==> config.mk <==
export PLATFORM = sky130hd
export DESIGN_NAME = i2cc_ctrl
export DESIGN_NICKNAME = d
export VERILOG_FILES = /design/src/rtl/i2cc_pkg.sv /design/src/rtl/i2cc_regs.sv /design/src/rtl/i2cc_req.sv /design/src/rtl/i2cc_ack.sv /design/src/rtl/i2cc_ctrl.sv
export SDC_FILE = /design/constraint.sdc
export NUM_CORES = 1
export LEC_CHECK = 0
export BUFFER_PORTS_ARGS = -buffer_cell sky130_fd_sc_hd__buf_2
export CORE_UTILIZATION = 46
export CTS_CLUSTER_DIAMETER = 80
export CTS_CLUSTER_SIZE = 16
export DETAILED_ROUTE_END_ITERATION = 7
export GPL_ROUTABILITY_DRIVEN = 1
export MAX_ROUTING_LAYER = met4
export PLACE_DENSITY = 0.82
export SETUP_SLACK_MARGIN = 0.4
export SLEW_MARGIN = 5
export SYNTH_ARGS = -nofsm -noshare
export SYNTH_HDL_FRONTEND = slang
export SYNTH_SLANG_ARGS = --single-unit
export TNS_END_PERCENT = 100
==> constraint.sdc <==
create_clock -name clk -period 1.7 [get_ports clk]
set_clock_uncertainty 0.15 [all_clocks]
set_input_delay 0.085 -clock clk [delete_from_list [all_inputs] [get_ports clk]]
set_output_delay 0.085 -clock clk [all_outputs]
set_load 0.005 [all_outputs]
==> src/rtl/i2cc_pkg.sv <==
package i2cc_pkg;
  localparam int DW     = 16;
  localparam int FREQ_W = 6;

  // control word bit positions
  localparam int C_EN    = 0;
  localparam int C_SMB   = 1;
  localparam int C_START = 8;
  localparam int C_STOP  = 9;
  localparam int C_ACK   = 10;
  localparam int C_PEC   = 12;
  // configuration word bit positions
  localparam int G_ERRIE = 8;
  localparam int G_EVTIE = 9;
  localparam int G_BUFIE = 10;
  localparam int G_DMAEN = 11;
  localparam int G_LAST  = 12;

  localparam int N_EVT = 4;
  localparam int N_ERR = 4;

  typedef struct packed {
    logic en;
    logic smbus;
    logic start;
    logic stop;
    logic pec;
    logic ack;
  } ctl_t;

  typedef struct packed {
    logic [FREQ_W-1:0] freq;
    logic              err_ie;
    logic              evt_ie;
    logic              buf_ie;
    logic              dma_en;
    logic              dma_last;
  } cfg_t;
endpackage

==> src/rtl/i2cc_regs.sv <==
module i2cc_regs
  import i2cc_pkg::*;
#(
  parameter int DATA_W = DW
) (
  input  logic              clk,
  input  logic              rst,
  input  logic              wr_en,
  input  logic              wr_sel,
  input  logic [DATA_W-1:0] wr_data,
  input  logic              rd_sel,
  input  logic              eng_busy,
  input  logic              take_start,
  input  logic              take_stop,
  input  logic              take_pec,
  output ctl_t              ctl_q,
  output cfg_t              cfg_q,
  output logic [DATA_W-1:0] rd_data
);
  localparam logic [DATA_W-1:0] CTL_MASK =
    DATA_W'((1 << C_EN) | (1 << C_SMB) | (1 << C_START) | (1 << C_STOP) | (1 << C_ACK) | (1 << C_PEC));
  localparam logic [DATA_W-1:0] CFG_MASK =
    DATA_W'(((1 << FREQ_W) - 1) | (1 << G_ERRIE) | (1 << G_EVTIE) | (1 << G_BUFIE) | (1 << G_DMAEN) | (1 << G_LAST));

  ctl_t ctl_n;
  cfg_t cfg_n;
  logic dis_pend, dis_n;
  logic [DATA_W-1:0] ctl_word, cfg_word;
  logic unused_bits;

  assign unused_bits = ^(wr_data & ~(CTL_MASK | CFG_MASK));

  always_comb begin
    ctl_n = ctl_q;
    cfg_n = cfg_q;
    dis_n = dis_pend;
    if (take_start) ctl_n.start = 1'b0;
    if (take_stop)  ctl_n.stop  = 1'b0;
    if (take_pec)   ctl_n.pec   = 1'b0;
    if (wr_en && !wr_sel) begin
      ctl_n.smbus = wr_data[C_SMB];
      ctl_n.ack   = wr_data[C_ACK];
      if (ctl_q.en) begin
        if (wr_data[C_START] && !ctl_q.start) ctl_n.start = 1'b1;
        if (wr_data[C_STOP]  && !ctl_q.stop)  ctl_n.stop  = 1'b1;
        if (wr_data[C_PEC]   && !ctl_q.pec)   ctl_n.pec   = 1'b1;
      end
      if (wr_data[C_EN]) begin
        ctl_n.en = 1'b1;
        dis_n    = 1'b0;
      end else if (ctl_q.en) begin
        if (eng_busy) dis_n = 1'b1;
        else          ctl_n.en = 1'b0;
      end
    end
    if (dis_pend && !eng_busy) begin
      ctl_n.en = 1'b0;
      dis_n    = 1'b0;
    end
    if (!ctl_n.en) begin
      ctl_n.start = 1'b0;
      ctl_n.stop  = 1'b0;
      ctl_n.pec   = 1'b0;
      ctl_n.ack   = 1'b0;
    end
    if (wr_en && wr_sel) begin
      cfg_n.freq     = wr_data[FREQ_W-1:0];
      cfg_n.err_ie   = wr_data[G_ERRIE];
      cfg_n.evt_ie   = wr_data[G_EVTIE];
      cfg_n.buf_ie   = wr_data[G_BUFIE];
      cfg_n.dma_en   = wr_data[G_DMAEN];
      cfg_n.dma_last = wr_data[G_LAST];
    end
  end

  always_comb begin
    ctl_word          = '0;
    ctl_word[C_EN]    = ctl_q.en;
    ctl_word[C_SMB]   = ctl_q.smbus;
    ctl_word[C_START] = ctl_q.start;
    ctl_word[C_STOP]  = ctl_q.stop;
    ctl_word[C_ACK]   = ctl_q.ack;
    ctl_word[C_PEC]   = ctl_q.pec;
    cfg_word             = '0;
    cfg_word[FREQ_W-1:0] = cfg_q.freq;
    cfg_word[G_ERRIE]    = cfg_q.err_ie;
    cfg_word[G_EVTIE]    = cfg_q.evt_ie;
    cfg_word[G_BUFIE]    = cfg_q.buf_ie;
    cfg_word[G_DMAEN]    = cfg_q.dma_en;
    cfg_word[G_LAST]     = cfg_q.dma_last;
  end

  always_ff @(posedge clk) begin
    if (rst) begin
      ctl_q    <= '0;
      cfg_q    <= '0;
      dis_pend <= 1'b0;
      rd_data  <= '0;
    end else begin
      ctl_q    <= ctl_n;
      cfg_q    <= cfg_n;
      dis_pend <= dis_n;
      rd_data  <= rd_sel ? cfg_word : ctl_word;
    end
  end
endmodule

==> src/rtl/i2cc_req.sv <==
module i2cc_req #(
  parameter int  NUM_EVT       = 4,
  parameter int  NUM_ERR       = 4,
  parameter bit  BUF_NEEDS_EVT = 1'b0
) (
  input  logic               clk,
  input  logic               rst,
  input  logic               en,
  input  logic               evt_ie,
  input  logic               err_ie,
  input  logic               buf_ie,
  input  logic               dma_en,
  input  logic               txe,
  input  logic               rxne,
  input  logic [NUM_EVT-1:0] evt_flags,
  input  logic [NUM_ERR-1:0] err_flags,
  output logic               irq_evt,
  output logic               irq_err,
  output logic               dma_req
);
  logic buf_hit, buf_gate;

  assign buf_hit = txe | rxne;

  generate
    if (BUF_NEEDS_EVT) begin : g_buf_and_evt
      assign buf_gate = buf_ie & evt_ie;
    end else begin : g_buf_alone
      assign buf_gate = buf_ie;
    end
  endgenerate

  always_ff @(posedge clk) begin
    if (rst) begin
      irq_evt <= 1'b0;
      irq_err <= 1'b0;
      dma_req <= 1'b0;
    end else begin
      irq_evt <= en & ((evt_ie & (|evt_flags)) | (buf_gate & buf_hit));
      irq_err <= en & err_ie & (|err_flags);
      dma_req <= en & dma_en & buf_hit;
    end
  end
endmodule

==> src/rtl/i2cc_ack.sv <==
module i2cc_ack (
  input  logic clk,
  input  logic rst,
  input  logic en,
  input  logic ack_en,
  input  logic dma_en,
  input  logic dma_last,
  input  logic master_rx,
  input  logic dma_final,
  output logic ack_out
);
  logic force_nack;

  assign force_nack = dma_en & dma_last & master_rx & dma_final;

  always_ff @(posedge clk) begin
    if (rst) ack_out <= 1'b0;
    else     ack_out <= en & ack_en & ~force_nack;
  end
endmodule

==> src/rtl/i2cc_ctrl.sv <==
module i2cc_ctrl
  import i2cc_pkg::*;
#(
  parameter int DATA_W = DW
) (
  input  logic              clk,
  input  logic              rst,
  input  logic              wr_en,
  input  logic              wr_sel,
  input  logic [DATA_W-1:0] wr_data,
  input  logic              rd_sel,
  output logic [DATA_W-1:0] rd_data,
  input  logic              eng_busy,
  input  logic              eng_txe,
  input  logic              eng_rxne,
  input  logic              eng_sb,
  input  logic              eng_addr,
  input  logic              eng_btf,
  input  logic              eng_stopf,
  input  logic              eng_berr,
  input  logic              eng_arlo,
  input  logic              eng_af,
  input  logic              eng_ovr,
  input  logic              eng_take_start,
  input  logic              eng_take_stop,
  input  logic              eng_take_pec,
  input  logic              eng_master_rx,
  input  logic              dma_final,
  output logic              cmd_start,
  output logic              cmd_stop,
  output logic              cmd_pec,
  output logic              periph_en,
  output logic              smbus_mode,
  output logic [FREQ_W-1:0] bus_freq,
  output logic              irq_evt,
  output logic              irq_err,
  output logic              dma_req,
  output logic              ack_out
);
  ctl_t ctl_q;
  cfg_t cfg_q;

  i2cc_regs #(.DATA_W(DATA_W)) u_regs (
    .clk        (clk),
    .rst        (rst),
    .wr_en      (wr_en),
    .wr_sel     (wr_sel),
    .wr_data    (wr_data),
    .rd_sel     (rd_sel),
    .eng_busy   (eng_busy),
    .take_start (eng_take_start),
    .take_stop  (eng_take_stop),
    .take_pec   (eng_take_pec),
    .ctl_q      (ctl_q),
    .cfg_q      (cfg_q),
    .rd_data    (rd_data)
  );

  i2cc_req #(.NUM_EVT(N_EVT), .NUM_ERR(N_ERR), .BUF_NEEDS_EVT(1'b0)) u_req (
    .clk       (clk),
    .rst       (rst),
    .en        (ctl_q.en),
    .evt_ie    (cfg_q.evt_ie),
    .err_ie    (cfg_q.err_ie),
    .buf_ie    (cfg_q.buf_ie),
    .dma_en    (cfg_q.dma_en),
    .txe       (eng_txe),
    .rxne      (eng_rxne),
    .evt_flags ({eng_sb, eng_addr, eng_btf, eng_stopf}),
    .err_flags ({eng_berr, eng_arlo, eng_af, eng_ovr}),
    .irq_evt   (irq_evt),
    .irq_err   (irq_err),
    .dma_req   (dma_req)
  );

  i2cc_ack u_ack (
    .clk       (clk),
    .rst       (rst),
    .en        (ctl_q.en),
    .ack_en    (ctl_q.ack),
    .dma_en    (cfg_q.dma_en),
    .dma_last  (cfg_q.dma_last),
    .master_rx (eng_master_rx),
    .dma_final (dma_final),
    .ack_out   (ack_out)
  );

  assign cmd_start  = ctl_q.start;
  assign cmd_stop   = ctl_q.stop;
  assign cmd_pec    = ctl_q.pec;
  assign periph_en  = ctl_q.en;
  assign smbus_mode = ctl_q.smbus;
  assign bus_freq   = cfg_q.freq;
endmodule

### After elaboration in Yosys (flattened, before gate mapping)

Index checks and enable logic that the tools add are counted.

* add/sub/neg operators: 0
* multipliers: 0
* divide/modulo/power cells: 0
* order comparisons: 0
* equal/unequal tests: 0
* shift operators: 0
* muxes and demuxes: 16
* bitwise logic cells: 17
* reduce and logical (&&, ||, !) cells: 19

Operators by type and width (count)
* 1-bit two-way mux: 13
* 13-bit two-way mux: 1
* 1-bit bitwise AND: 12
* 4-bit OR reduction: 2
* 1-bit logical AND: 6
* 6-bit two-way mux: 1
* 2-bit OR reduction: 3
* 1-bit logical NOT: 5
* 2-bit nonzero test: 2
* 3-bit two-way mux: 1
* 1-bit inverter: 3
* 3-bit AND reduction: 1
* 1-bit OR: 2

* register bits after elaboration: 38
* bits in latches: 0
* RAM bits: 0
* memory bits (read-only): 0
* input port bits: 37
* output and inout bits: 31
* logic and storage cells: 71
* memories kept: 0

### Logic depth before layout (Yosys ltp)

Gate-level depths: netlist of the first run.

* depth in word-level cells: 8
* depth in mapped cells: 4
* mapped depth without buffers: 3

### Hierarchy

A second synthesis of the first run with hierarchy kept.

* cell total of the unflattened synthesis: 133
* area, all modules: 1237.4 um^2

Modules (own cells, without submodules)
* i2cc_regs: times used 1, cells an instance 119, area each 1086.0 um^2
* i2cc_req: times used 1, cells an instance 11, area each 115.1 um^2
* i2cc_ack: times used 1, cells an instance 3, area each 36.3 um^2

### Least setup slack after synthesis of the first run

Ideal clock, no wire load.

* path type: reg2reg
* from: register, netlist name u_regs.ctl_q[5]
* to: register u_regs.dis_pend
* library setup time: 87 ps
* arrival time: 837 ps
* data required time: 1463 ps
* setup slack: 626 ps
* cell stages (with the launch flop): 4
* path through: dfxtp_1 > and3b_2 > nor2_1 > nor4b_2

* cells in the longest elaborated chain, start to end: 2

RTL lines
* 2-bit nonzero test (no line)
* 3-bit AND reduction (no line)
* end signal, assigned: line i2cc_regs.sv:102 `dis_pend <= dis_n;`
* end, declared: line i2cc_regs.sv:27 `logic dis_pend, dis_n;`

Every way passes these cells.
A chain may end at the register's enable or synchronous reset.

### Final worst setup path of the first run

* from: register, netlist name u_regs.ctl_q[5]
* to: register, netlist name u_regs.ctl_q[2]

* cells in the longest elaborated chain, start to end: 6
* elaborated cells on any way between the ends: 7
* those cells by class: 5 x mux; 1 x bitwise; 1 x reduce/logical

RTL lines
* 1-bit two-way mux: line i2cc_regs.sv:51 `end else if (ctl_q.en) begin`
* 1-bit two-way mux: line i2cc_regs.sv:48 `if (wr_data[C_EN]) begin`
* 6-bit two-way mux *: line i2cc_regs.sv:40 `if (wr_en && !wr_sel) begin`
* 1-bit two-way mux: line i2cc_regs.sv:56 `if (dis_pend && !eng_busy) begin`
* 1-bit inverter (no line)
* 2-bit OR reduction (no line)

Every way passes the cells marked *; elsewhere a longest branch is shown, timed or not.

==> flow_summary.yaml, run 1 <==
sta:
  fin_crit_sh_pct: 75.6
  finalHoldViolCount: 0
  fmax_mhz: 778
  timing.hold.ws_ps: 11.4
  finalSetupViolations: 0
  rsz0062_at_grt: "false"
  setup-tns-final_ps: 0
  fin_crit_ps: 1290
  drv_slew: 0
detailed_routing:
  drt_pre_antenna_iters: 4
  drtIter0Drc: 21
  drc: 0
  wl_per_cell_um: 12.2
  ant_nets: 0
  routed_wl_mm: 3.07
  via_per_inst: 4.90
  route.vias.total: 1230
setup_path:
  cp.required_ps: 1790
  path_cells: "and3b_2 -> a31oi_1 -> nor3_1"
  cp-start-kind: "register"
  cp_slowest_cell: "dfxtp_1"
  critPathKind: "reg2reg"
  crit_path_end_kind: "register"
  critical_path.max_stage_delay_ps: 450
  cp.arrival_ps: 1380
  crit_path_max_fanout: 6
cts:
  cts_sinks: 33
  post-cts-setup-buffers: 0
  cts_made_buffers: 5
  clock_latency_ps: 340
  clkTransAtPathRegs_ps: 100
  cts_tree: "done"
  cts_max_level: 2
  clockRootBuffer: "clkbuf_4"
  clock_path_buffers: 2
run_status:
  status: "finished, final reports clean"
synthesis:
  synthXorXnorAreaFrac_pct: 0
  yosys.area_share.adder_pct: 0
  yosys.area_share.simple_pct: 22.9
  synth-seq-cells: 33
  synth_area_leaders: "dfxtp_1, nand2_1, mux2i_1"
  synth_top_area_share_pct: 53.1
  syn_avg_cell_area_um2: 9.29
  synth_cell_types: 23
  ys_seq_area_share_pct: 53.1
  synth_top_area_cell: "dfxtp_1"
  postSynthCellCount: 134
  synth_top_family_by_area: "simple AND/OR/NAND/NOR gates"
  synth-compound-area-share_pct: 11.2
  netlist_area_um2: 1240
  muxShareOfSynthArea_pct: 6.43
  ys.warnings.count: 0
power:
  p_seq_share_pct: 50.7
  leakage_nw: 0.887
  p_switching_mw: 0.345
  cell_internal_pwr_mw: 1.25
  ir_drop_mv: 0.949
  p_total_mw: 1.59
  clockPowerShare_pct: 38.1
  switching_share_pct: 21.7
  power_density_nw_per_um2: 844
  p_comb_share_pct: 11.2
cells_and_area:
  final_cell_mix: "buf_2, dfxtp_1, dlygate4sd3_1"
  num-nets-final: 257
  diodes: 0
  fillerInstances: 181
  final_common_cell: "buf_2"
  final_util_pct: 74.8
  final_cells: 251
  area_growth_pct: 51.5
  drive_above_1_share_pct: 31.7
placed_design:
  dp_hpwl_mm: 1.97
  numPortBuffers: 57
  gp_congestion: 0.785
  dpl.cell_count: 215
grt:
  overflow: 0
  grt_pass1_wl_mm: 4.59
  grt_pass1_vias: 1123
  antenna_found_initial: 0
  grt_max_degree: 24
  gr-usage-all-layers_pct: 23.6
hold_path:
  hp-class: "in2reg"
floorplan:
  io_pins: 68
  rows: 18
  initial_utilization_pct: 49.4
  fp.dieH_um: 54.0
  dieWidth_um: 54.0
  die_area_um2: 2920
  core_region_area_um2: 2520
job:
  drv_cap: 0
[power by group through the flow]
stage | registers, mW | logic, mW | clock network, mW
2_1_floorplan | 0.823 | 0.0698 | 0
3_3_place_gp | 0.823 | 0.122 | 0
3_5_place_dp | 0.824 | 0.125 | 0
4_1_cts | 0.806 | 0.175 | 0.618
5_1_grt | 0.809 | 0.195 | 0.650
6_report | 0.806 | 0.178 | 0.607
[worst max-delay path: cells and delay by family (launching register included)]
kind	cells	cell delay (ps)
and+or+nand+nor	2	490
AOI/OAI and AO/OA	1	100
DFF	1	450
[kinds of logic after synthesis]
logic type             after synthesis
AOI/OAI and AO/OA                   21
buffers and inverters               13
DFF                                 33
muxes                                8
other                                1
and+or+nand+nor                     58
[path summary, 6_finish.rpt]
path	startpoint	slack [ps]	end	depth (start not counted)
max	u_regs.ctl_q[5]	410	u_regs.ctl_q[2]	3
min	rd_sel	10	u_regs.rd_data[10]	3
max reg2reg	u_regs.ctl_q[5]	410	u_regs.ctl_q[2]	3
min reg2reg	u_regs.cfg_q[10]	320	u_regs.cfg_q[10]	2
[cells in the mapped netlist (all sizes together)]
master   n
nor4     1
o21ai    2
nand2   25
o41ai    1
a41oi    1
o21bai   1
buf     10
o31ai    1
nor2    11
nor4b    1
nor3     4
nor2b    5
inv      3
nand2b   3
a31oi    3
conb     1
and3b    2
mux2i    8
dfxtp   33
a21oi   12
and2     6
[final cells by class]
class | count | area, um^2 | share of cell area [%]
clock inverter | 1 | 30.0 | 1.59
clock buffer | 7 | 55.1 | 2.92
tap | 30 | 37.5 | 1.99
sequential | 33 | 661 | 35.0
multi-input combinational | 92 | 523 | 27.7
timing repair buffer | 85 | 568 | 30.1
inverter | 3 | 11.3 | 0.597
[metrics by stage]
| step | area, um^2 | setup WS (ps) |
|---|---|---|
| 6_report | 1890 | 415 |
| 5_1_grt | 1890 | 403 |
| 4_1_cts | 1880 | 434 |
| 3_5_place_dp | 1520 | 492 |
| 3_3_place_gp | 1520 | 561 |
| 2_1_floorplan | 1260 | 626 |
[sequential cells by signal, indices dropped and copies added, names as in the netlist]
name,flops
u_ack.ack_out,1
u_regs.cfg_q,11
u_regs.ctl_q,6
u_regs.dis_pend,1
u_regs.rd_data,11
u_req.dma_req,1
u_req.irq_err,1
u_req.irq_evt,1
[routing by layer]
| layer | part of all wire (%) | vias up | GRT usage, % | routed length (um) |
|---|---|---|---|---|
| met5 | 0 | - | - | 0 |
| met4 | 3.7 | 0 | 15.4 | 112 |
| met3 | 6.6 | 15 | 7.34 | 202 |
| met2 | 49 | 47 | 39.3 | 1510 |
| met1 | 40 | 563 | 23.8 | 1240 |
| li1 | - | 605 | - | - |
[repair_timing]
item                                   CTS  global route
hold buffers                            28             0
setup endpoints to repair                0             2
resized for setup                        0             2
endpoints found under the hold margin   26             0
Power figures use the tool's default switching activity.
==> run 2: changes to the inputs <==
Settings changed: ABC_AREA from default to 1, CORE_UTILIZATION 46 to 43, PLACE_DENSITY 0.82 to 0.78.
Clock period 1.7 ns to 1.3 ns, I/O delays scaled along.
==> run 2 against run 1 <==
  * The flow now finishes with violations (hold timing)
  * Clock power up 6.9%
  * Register-to-register slack worse by 130 ps
  * Synthesized cell count up 19%
  * Combinational power up 77%
  * Largest cell class unchanged
  * Non-clock buffer count up 9
  * Cell area up 7.0%
  * Cell count up 14%
  * Largest power group unchanged
  * Critical path type is now reg2out
  * Worst hold slack worse by 82 ps
==> flow_summary.yaml, run 2 <==
run_status:
  status: "complete, but fails checks"
  violations: "hold timing"
synthesis:
  synth_top_area_share_pct: 52.8
  synth_top_family_by_area: "simple AND/OR/NAND/NOR gates"
  synth-seq-cells: 33
  synth_cell_types: 22
  synth-compound-area-share_pct: 13.9
  synth_edf_count: 0
  muxShareOfSynthArea_pct: 0
  synth_top_area_cell: "dfxtp_1"
  syn_avg_cell_area_um2: 7.87
  ys_seq_area_share_pct: 52.8
  synthTopCellsByCount: "dfxtp_1, nor2_1, nand2_1"
  synthXorXnorAreaFrac_pct: 0
  netlist_area_um2: 1250
  synth_most_common_cell: "dfxtp_1"
  ys.warnings.count: 0
  yosys.area_share.simple_pct: 22.3
  ys_async_sr_fraction_pct: 0
  synth_area_leaders: "dfxtp_1, nor2_1, o21ai_0"
  yosys_most_used_dff: "dfxtp_1"
  postSynthCellCount: 159
  yosys.area_share.adder_pct: 0
power:
  leakage_nw: 1.00
  power_density_nw_per_um2: 1010
  cell_internal_pwr_mw: 1.54
  p_total_mw: 2.04
  switching_share_pct: 24.6
  p_comb_share_pct: 15.4
  p_switching_mw: 0.502
  clockPowerShare_pct: 31.8
  ir_drop_mv: 0.961
  p_seq_share_pct: 52.8
hold_path:
  hold_path_depth: 4
  hp-class: "in2reg"
  min_to: "u_regs.ctl_q[4]"
  hp-start: "wr_sel"
floorplan:
  rows: 19
  core_region_area_um2: 2760
  dieWidth_um: 55.9
  initial_utilization_pct: 45.4
  die_area_um2: 3130
  fp.dieH_um: 55.9
  io_pins: 68
sta:
  fmax_mhz: 974
  fin_crit_ps: 1030
  finalHoldViolCount: 17
  drv_slew: 0
  rsz0062_at_grt: "true"
  setup-tns-final_ps: 0
  timing.hold.ws_ps: -70.4
  fin_crit_sh_pct: 79.0
  finalSetupViolations: 0
cts:
  cts_tree: "done"
  cts_max_level: 2
  clockRootBuffer: "clkbuf_4"
  clkTransAtPathRegs_ps: 90
  clock_latency_ps: 330
  clock_path_buffers: 2
  cts_made_buffers: 5
  cts_sinks: 33
setup_path:
  cp_slowest_cell: "dfxtp_4"
  cp.required_ps: 1090
  critPathKind: "reg2out"
  rrSetupSlack_ps: 280
  crit_buf_inv: 1
  crit_path_max_fanout: 4
  r2r_start: "u_regs.ctl_q[5]"
  r2r-end: "u_regs.ctl_q[3]"
  path_cells: "buf_6"
  cp-start-kind: "register"
  reg2regPathDepth: 5
  cpLargestDelayFamily: "flip-flops"
  critical_path.max_stage_delay_ps: 370
  cp.arrival_ps: 810
  crit_path_end_kind: "primary output"
placed_design:
  dp_hpwl_mm: 1.86
  gp_congestion: 0.784
  numPortBuffers: 57
  post_dp_cell_area_um2: 1540
detailed_routing:
  route.vias.total: 1354
  routed_wl_mm: 3.33
  drc: 0
  via_per_inst: 4.72
  drtIter0Drc: 56
  wl_per_cell_um: 11.6
  ant_nets: 0
  drt_pre_antenna_iters: 6
grt:
  antenna_found_initial: 0
  grt_pass1_wl_mm: 5.09
  grt_max_degree: 19
  overflow: 0
  grt_pass1_vias: 1129
  gr-usage-all-layers_pct: 22.1
cells_and_area:
  final_cell_mix: "buf_2, dlygate4sd3_1, nor2_1"
  final_common_cell: "buf_2"
  final_area_um2: 2020
  area_growth_pct: 61.3
  largestRegisters: "u_regs.cfg_q: 11 flops, u_regs.rd_data: 11 flops, u_regs.ctl_q: 6 flops"
  diodes: 0
  drive_above_1_share_pct: 42.6
  num-nets-final: 292
job:
  drv_cap: 0
## run 2: cell count changes in the layout (fill, tap and decap cells not counted), moves of 5 or more
cell,before,now
nor2_2,0,6
and2_1,5,0
nor2b_1,5,0
mux2i_1,8,0
o21ai_0,2,16
buf_6,0,5
dfxtp_2,0,12
inv_1,3,15
nor2_1,11,26
buf_4,1,8
dfxtp_1,33,20
## run 2: logic make-up after synthesis
logic type      count (synthesis)
other cells                     1
compound gates                 33
simple gates                   64
flops                          33
buf+inv                        28
## run 2: routing by layer
metal	vias to the layer above	track usage [%]	wire length, um
li1	687	-	-
met1	604	24.8	1370
met2	58	37.3	1700
met3	5	6.51	215
met4	0	8.36	50
met5	-	-	0
## run 2: how the worst max path moves through the flow
stage / from / endpoint / slack [ps] / cells past startpoint
2_1_floorplan: u_regs.ctl_q[5] / u_regs.ctl_q[1] / 260 / 7
3_3_place_gp: u_regs.ctl_q[5] / u_regs.ctl_q[2] / 260 / 6
3_5_place_dp: u_regs.ctl_q[5] / u_regs.ctl_q[2] / 250 / 6
4_1_cts: u_regs.ctl_q[5] / periph_en / 270 / 1
5_1_grt: u_regs.ctl_q[5] / u_regs.ctl_q[3] / 230 / 5
6_report: u_regs.ctl_q[5] / periph_en / 270 / 1
## run 2: cell type report
cell class	count	area, um^2
multi-input cells	102	502
fillers	194	739
inverters	19	71.3
flip-flops and latches	33	679
clock buffers	7	65.1
repair buffers	94	657
clock inverters	1	5.00
well taps	31	38.8
## run 2: worst register-to-register path, cell delays in order (launching register included)
cell and delay (ps):
dfxtp_4 380, buf_6 110, nand2_1 50, o21bai_1 140, nand2_1 70, nor2_2 70
## run 2: metrics by stage
step	hold slack [ps]	setup WS (ps)	util [%]	std cells
finish	-70.4	273	73.2	287
global route	-44.5	234	73.2	287
CTS	-159	268	71.0	285
detailed placement	155	249	56.0	244
global placement	158	260	56.0	244
floorplan	34.1	259	-	163
## run 2: power by group through the flow
stage          combinational (mW)  sequential [mW]  clock, mW
2_1_floorplan               0.119             1.10          0
3_3_place_gp                0.205             1.10          0
3_5_place_dp                0.207             1.10          0
4_1_cts                     0.285             1.08      0.659
5_1_grt                     0.345             1.08      0.729
6_report                    0.315             1.08      0.649
## run 2: repair_timing
| item | in CTS | in global routing |
|---|---|---|
| endpoints found under the hold margin | 31 | 12 |
| pin swaps | 3 | 8 |
| hold buffers | 26 | 1 |
| buffers inserted | 7 | 1 |
| setup endpoints to repair | 34 | 42 |
| gates resized for setup | 15 | 18 |
